[src/rtl/acc_pkg.sv]
package acc_pkg;

    typedef enum logic [1:0] {
        OP_LOAD  = 2'b00,
        OP_ADD   = 2'b01,
        OP_STORE = 2'b10,
        OP_BAD   = 2'b11
    } acc_op_e;

    typedef enum logic {
        ST_IDLE,
        ST_WAIT
    } seq_state_e;

    typedef struct packed {
        logic rd;
        logic wr;
        logic bad;
        logic is_add;
    } dec_t;

    function automatic dec_t decode_op(input logic fire, input logic [1:0] op);
        dec_t d;
        d.rd     = fire && (op == OP_LOAD || op == OP_ADD);
        d.wr     = fire && (op == OP_STORE);
        d.bad    = fire && (op == OP_BAD);
        d.is_add = (op == OP_ADD);
        return d;
    endfunction

endpackage

[src/rtl/acc_decode.sv]
module acc_decode
    import acc_pkg::*;
(
    input  logic       fire,
    input  logic [1:0] op,
    output dec_t       dec
);
    always_comb dec = decode_op(fire, op);
endmodule

[src/rtl/acc_seq.sv]
module acc_seq
    import acc_pkg::*;
(
    input  logic clk,
    input  logic rst,
    input  logic start_rd,
    input  logic start_add,
    output logic ready,
    output logic wb_en,
    output logic wb_add
);
    seq_state_e state;
    logic       pend_add;

    always_ff @(posedge clk) begin
        if (rst) begin
            state    <= ST_IDLE;
            pend_add <= 1'b0;
        end else begin
            case (state)
                ST_IDLE: if (start_rd) begin
                    state    <= ST_WAIT;
                    pend_add <= start_add;
                end
                default: state <= ST_IDLE;
            endcase
        end
    end

    assign ready  = (state == ST_IDLE);
    assign wb_en  = (state == ST_WAIT);
    assign wb_add = pend_add;
endmodule

[src/rtl/acc_datapath.sv]
module acc_datapath #(
    parameter int DW = 8
) (
    input  logic          clk,
    input  logic          rst,
    input  logic          wb_en,
    input  logic          wb_add,
    input  logic [DW-1:0] rdata,
    output logic [DW-1:0] acc,
    output logic          zero,
    output logic          carry
);
    logic [DW:0]   sum_ext;
    logic [DW-1:0] next_val;

    always_comb begin
        sum_ext  = {1'b0, acc} + {1'b0, rdata};
        next_val = wb_add ? sum_ext[DW-1:0] : rdata;
    end

    always_ff @(posedge clk) begin
        if (rst) begin
            acc   <= '0;
            zero  <= 1'b0;
            carry <= 1'b0;
        end else if (wb_en) begin
            acc  <= next_val;
            zero <= (next_val == '0);
            if (wb_add) carry <= sum_ext[DW];
        end
    end
endmodule

[src/rtl/acc_exec_unit.sv]
module acc_exec_unit
    import acc_pkg::*;
#(
    parameter int DW = 8,
    parameter int AW = 4
) (
    input  logic          clk,
    input  logic          rst,
    input  logic          instr_valid,
    output logic          instr_ready,
    input  logic [1:0]    instr_op,
    input  logic [AW-1:0] instr_addr,
    output logic          mem_rd_en,
    output logic          mem_wr_en,
    output logic [AW-1:0] mem_addr,
    output logic [DW-1:0] mem_wdata,
    input  logic [DW-1:0] mem_rdata,
    output logic [DW-1:0] acc_out,
    output logic          flag_zero,
    output logic          flag_carry,
    output logic          illegal_op
);
    logic fire;
    dec_t dec;
    logic wb_en, wb_add;

    assign fire = instr_valid && instr_ready;

    acc_decode u_dec (
        .fire (fire),
        .op   (instr_op),
        .dec  (dec)
    );

    acc_seq u_seq (
        .clk       (clk),
        .rst       (rst),
        .start_rd  (dec.rd),
        .start_add (dec.is_add),
        .ready     (instr_ready),
        .wb_en     (wb_en),
        .wb_add    (wb_add)
    );

    acc_datapath #(.DW(DW)) u_dp (
        .clk   (clk),
        .rst   (rst),
        .wb_en (wb_en),
        .wb_add(wb_add),
        .rdata (mem_rdata),
        .acc   (acc_out),
        .zero  (flag_zero),
        .carry (flag_carry)
    );

    assign mem_rd_en  = dec.rd;
    assign mem_wr_en  = dec.wr;
    assign illegal_op = dec.bad;
    assign mem_addr   = instr_addr;
    assign mem_wdata  = acc_out;
endmodule

[config.mk]
export PLATFORM = sky130hd
export DESIGN_NAME = acc_exec_unit
export DESIGN_NICKNAME = d
export VERILOG_FILES = /design/src/rtl/acc_pkg.sv /design/src/rtl/acc_decode.sv /design/src/rtl/acc_seq.sv /design/src/rtl/acc_datapath.sv /design/src/rtl/acc_exec_unit.sv
export SDC_FILE = /design/constraint.sdc
export NUM_CORES = 1
export LEC_CHECK = 0
export BUFFER_PORTS_ARGS = -buffer_cell sky130_fd_sc_hd__buf_2
export CAP_MARGIN = 0
export CORE_MARGIN = 1.5
export CORE_UTILIZATION = 42
export DETAILED_ROUTE_END_ITERATION = 6
export PLACE_DENSITY = 0.82
export SETUP_SLACK_MARGIN = 0.2
export SYNTH_ARGS = -nofsm -noshare
export SYNTH_HDL_FRONTEND = slang
export SYNTH_SLANG_ARGS = --single-unit
[constraint.sdc]
create_clock -name clk -period 2.3 [get_ports clk]
set_clock_uncertainty 0.05 [all_clocks]
set_input_delay 0.69 -clock clk [delete_from_list [all_inputs] [get_ports clk]]
set_output_delay 0.69 -clock clk [all_outputs]
set_load 0.01 [all_outputs]
==> summary.md <==
| Metric | Value |
|---|---|
| Final setup vio count | 0 |
| Number of violations of the max-capacitance limit | 0 |
| Total instance count after detailed placement | 177 |
| Met3 demand-to-capacity share in global routing | 6.61% |
| Largest cells by area after synthesis | sky130_fd_sc_hd__dfxtp_1 24%, sky130_fd_sc_hd__ha_1 10%, sky130_fd_sc_hd__buf_4 9.0% |
| Part of the power in registers | 38.4% |
| Core region area | 2230 µm² |
| Antenna-violating nets left | 0 |
| Library cell occupying the most area in the post-synthesis netlist | sky130_fd_sc_hd__dfxtp_1 |
| Iteration count of the initial detailed-routing pass | 4 |
| Synthesized instance count | 120 |
| Area share of the largest cell type after synthesis | 24.1% |
| Aggregate negative setup slack | 0 ns |
| Total number of vias | 1044 |
| Global routing usage on met1 | 22.3% |
| Worst path required time | 2.49 ns |
| Number of distinct library cells after synthesis | 40 |
| Buffers plus inverters on the worst setup path | 1 |
| Inserted Clock Buffers | 3 |
| # diodes | 0 |
| Unrepaired setup endpoints after global routing | yes |
| Number of vias per cell after detailed routing | 5.70 |
| Fraction of registers with async set or reset after synthesis | 0% |
| Cell area after technology mapping | 998 µm² |
| XOR/XNOR share of the synthesized area | 1.75% |
| Area added between synthesis and finish | 32.5% |
| Number of I/O port buffers | 34 |
| Class of the most critical hold timing path | reg2reg |
| Cell types with the highest counts after synthesis | 13 x sky130_fd_sc_hd__nor2_1, 12 x sky130_fd_sc_hd__buf_4, 12 x sky130_fd_sc_hd__dfxtp_1, 8 x sky130_fd_sc_hd__ha_1 |
| Number of antenna violations at the first check in global routing | 0 |
| Startpoint of the worst register-to-register path | u_dp.acc[1] |
| Leading cell type by number of instances after synthesis | sky130_fd_sc_hd__nor2_1 |
| First-pass GRT wire length | 4.27 mm |
| Maximum clock frequency | 464 MHz |
| Kind of end point of the critical path | register |
| Crit. path cell count | 8 |
| Clock latency reported for the late side of the worst-skew pair | 0.30 ns |
| Total global-route track usage | 21.8% |
| Relative slew margins | 63.2% |
| Maximum clock insertion buffer count | 2 |
| Flop-to-flop setup slack | 0.25 ns |
| Status | finished clean |
| Final instance count without filler cells | 183 |
| Leftover overflow at the end of global routing | 0 |
| Clock network fraction of design power | 30.8% |
| Half-perimeter wire length after detailed placement | 2.06 mm |
| Start point of the critical path | mem_rdata[1] |
| Final net count | 182 |
| Minimum clock period | 2.15 ns |
| Crit path setup slack, layout | 0.147 ns |
| TritonCTS Sinks | 12 |
| Number of max-slew violations in the final report | 0 |
| Switch share | 32.4% |
| Areal power density over the cells | 451 nW/µm² |
| Worst setup path class | in2reg |
| Largest stage delay, worst path | 0.36 ns |
| IO Count | 43 |
| Compound-Gate Fraction of Synth Area | 26.1% |
| Hold Violations, Final | 0 |
| Detailed-route DRC error count | 0 |
| Arithmetic-cell share of the synthesized area counting full adders, half adders and majority gates | 12.0% |
| Number of global-route vias before repair | 983 |
| Busiest metal layer after global routing | met2 |
| Post-Syn Nets | 146 |
| Overall die area | 2680 µm² |
| Global Route met2 Usage | 40.8% |
| Total number of H-tree levels | 1 |
| Crit path DAT | 2.34 ns |
| Root Buffer Master | sky130_fd_sc_hd__clkbuf_4 |
| Largest net degree at the start of global routing | 15 |
| CP delay by family, top | compound AO/OA/AOI/OAI gates |
| Synthesized area per cell | 8.32 µm² |
| Post-layout power | 596 µW |
| R2R Path End | u_dp.zero |
| Critical Path, Cell by Cell | buf_4 > ha_4 > a211oi_2 > o21bai_1 > a21o_1 > a2111oi_4 > nand4_1 > o21ai_1 |
| Number of rows created at floorplan | 17 |
| Worst slack, placed | -0.216 ns |
| Internal power of the cells | 403 µW |
| Dominant combinational cell family by area after synthesis | compound AO/OA/AOI/OAI gates |
| Clock transition at the registers of the reported paths | 0.09 ns |
| Final Routed Wirelength | 2.80 mm |
| CP max-delay cell | sky130_fd_sc_hd__a2111oi_4 |
| Die Y-Extent | 51.8 µm |
| Weighted congestion at the end of routability-driven global placement | 0.872 |
| Wirelength per Cell | 15.3 µm |
| Sequential share of the synthesized area | 24.1% |
| Max VDD drop | 0.411 mV |
| Net Switching | 193 µW |
| Final critical-path share of the clock period | 93.6% |
| Multiplexer area fraction after synthesis | 3.13% |
| Transition time of the tightest slew-check pin | 0.551 ns |
| TritonCTS clock tree | done |
| Reported leakage power | 0.609 nW |
| Starting density of the core | 44.7% |
| Maximum fanout along the worst path | 3 |
| Simple-gate area share of the yosys netlist | 18.7% |
| Fraction of layout cells with a size suffix above 1 | 42.6% |
| Number of synthesized flops with an enable pin | 0 |
| Critical Path End | u_dp.zero |
| Combinational fraction of design power | 30.8% |
| Number of design-rule violations left by the first detailed-router iteration | 13 |
| Number of buffers inserted for hold repair after clock tree synthesis | 0 |
| Width of the chip | 51.8 µm |
| Path depth of the worst reg2reg path | 7 |
| Flops & latches, synth | 12 |
| Warning count from the yosys run | 0 |
| Most frequently used flop master after synthesis | sky130_fd_sc_hd__dfxtp_1 |
| Critical path launch point type | primary input |
==> final cells by class <==
type / instances / area [µm²]
Multi-Input combinational cell: 86 / 708
Timing Repair Buffer: 47 / 280
Tap cell: 28 / 35.0
Sequential cell: 12 / 240
Fill cell: 211 / 911
Inverter: 6 / 22.5
Clock buffer: 4 / 36.3
==> flip-flops by register name, indices dropped and copies added, names as in the netlist <==
| name | cells |
|---|---|
| u_seq.wb_add | 1 |
| u_dp.carry | 1 |
| u_dp.zero | 1 |
| u_seq.wb_en | 1 |
| u_dp.acc | 8 |
==> per-stage QoR <==
stage	area [µm²]	utilization, %	hold slack [ns]
after floorplan	1040	-	0.447
after global placement	1210	54.2	0.440
after detailed placement	1210	54.2	0.444
after CTS	1290	57.6	0.457
after global routing	1320	59.2	0.463
final	1320	59.2	0.455
==> metal layers <==
metal / routed length (µm) / vias to the layer above
li1: - / 495
met5: 0 / -
met2: 1510 / 39
met4: 19 / 0
met3: 161 / 2
met1: 1110 / 508
==> cell usage in the layout (no fill, tap or decap), types with 5 or more instances in the layout <==
| master | count |
|---|---|
| sky130_fd_sc_hd__a211oi_1 | 7 |
| sky130_fd_sc_hd__buf_4 | 13 |
| sky130_fd_sc_hd__ha_1 | 5 |
| sky130_fd_sc_hd__buf_2 | 32 |
| sky130_fd_sc_hd__nor2_1 | 13 |
| sky130_fd_sc_hd__nor3_1 | 6 |
| sky130_fd_sc_hd__nand2_1 | 6 |
| sky130_fd_sc_hd__dfxtp_1 | 12 |
| sky130_fd_sc_hd__o21a_1 | 5 |
==> worst min-delay path by stage <==
stage                startpoint           to  slack (ns)  cells after the start
floorplan             u_dp.zero    u_dp.zero        0.45                      2
global placement    u_dp.acc[1]  u_dp.acc[1]        0.44                      2
detailed placement    u_dp.zero    u_dp.zero        0.44                      2
CTS                   u_dp.zero    u_dp.zero        0.46                      2
global route          u_dp.zero    u_dp.zero        0.46                      2
finish                u_dp.zero    u_dp.zero        0.45                      2
==> kinds of logic (layout without fill, tap and decap cells) <==
family | Yosys count | count (layout)
AO/OA/AOI/OAI | 34 | 34
XOR/XNOR | 2 | 2
adder cells (fa/ha/maj) | 9 | 9
buffers and inverters | 22 | 57
flip-flops | 12 | 12
multiplexers | 3 | 3
AND/OR/NAND/NOR | 38 | 38
==> worst reg2reg max path, cell delays in order (launching register included) <==
cell,delay (ns)
sky130_fd_sc_hd__dfxtp_1,0.42
sky130_fd_sc_hd__ha_4,0.23
sky130_fd_sc_hd__a211oi_2,0.31
sky130_fd_sc_hd__o21bai_1,0.16
sky130_fd_sc_hd__a21o_1,0.20
sky130_fd_sc_hd__a2111oi_4,0.36
sky130_fd_sc_hd__nand4_1,0.13
sky130_fd_sc_hd__o21ai_1,0.13
==> power by group through the flow <==
stage | sequential, mW | combinational [mW] | clock (mW)
after CTS | 0.228 | 0.175 | 0.183
after floorplan | 0.233 | 0.118 | 0
after global placement | 0.232 | 0.161 | 0
after global routing | 0.230 | 0.199 | 0.201
final | 0.229 | 0.184 | 0.184
after detailed placement | 0.233 | 0.168 | 0
==> what timing repair did <==
item                       in CTS  in global routing
setup endpoints to repair       3                  4
resized for setup               8                  4
setup buffers                   0                  2
pin swaps                       1                  8
Power figures use the tool's default switching activity.
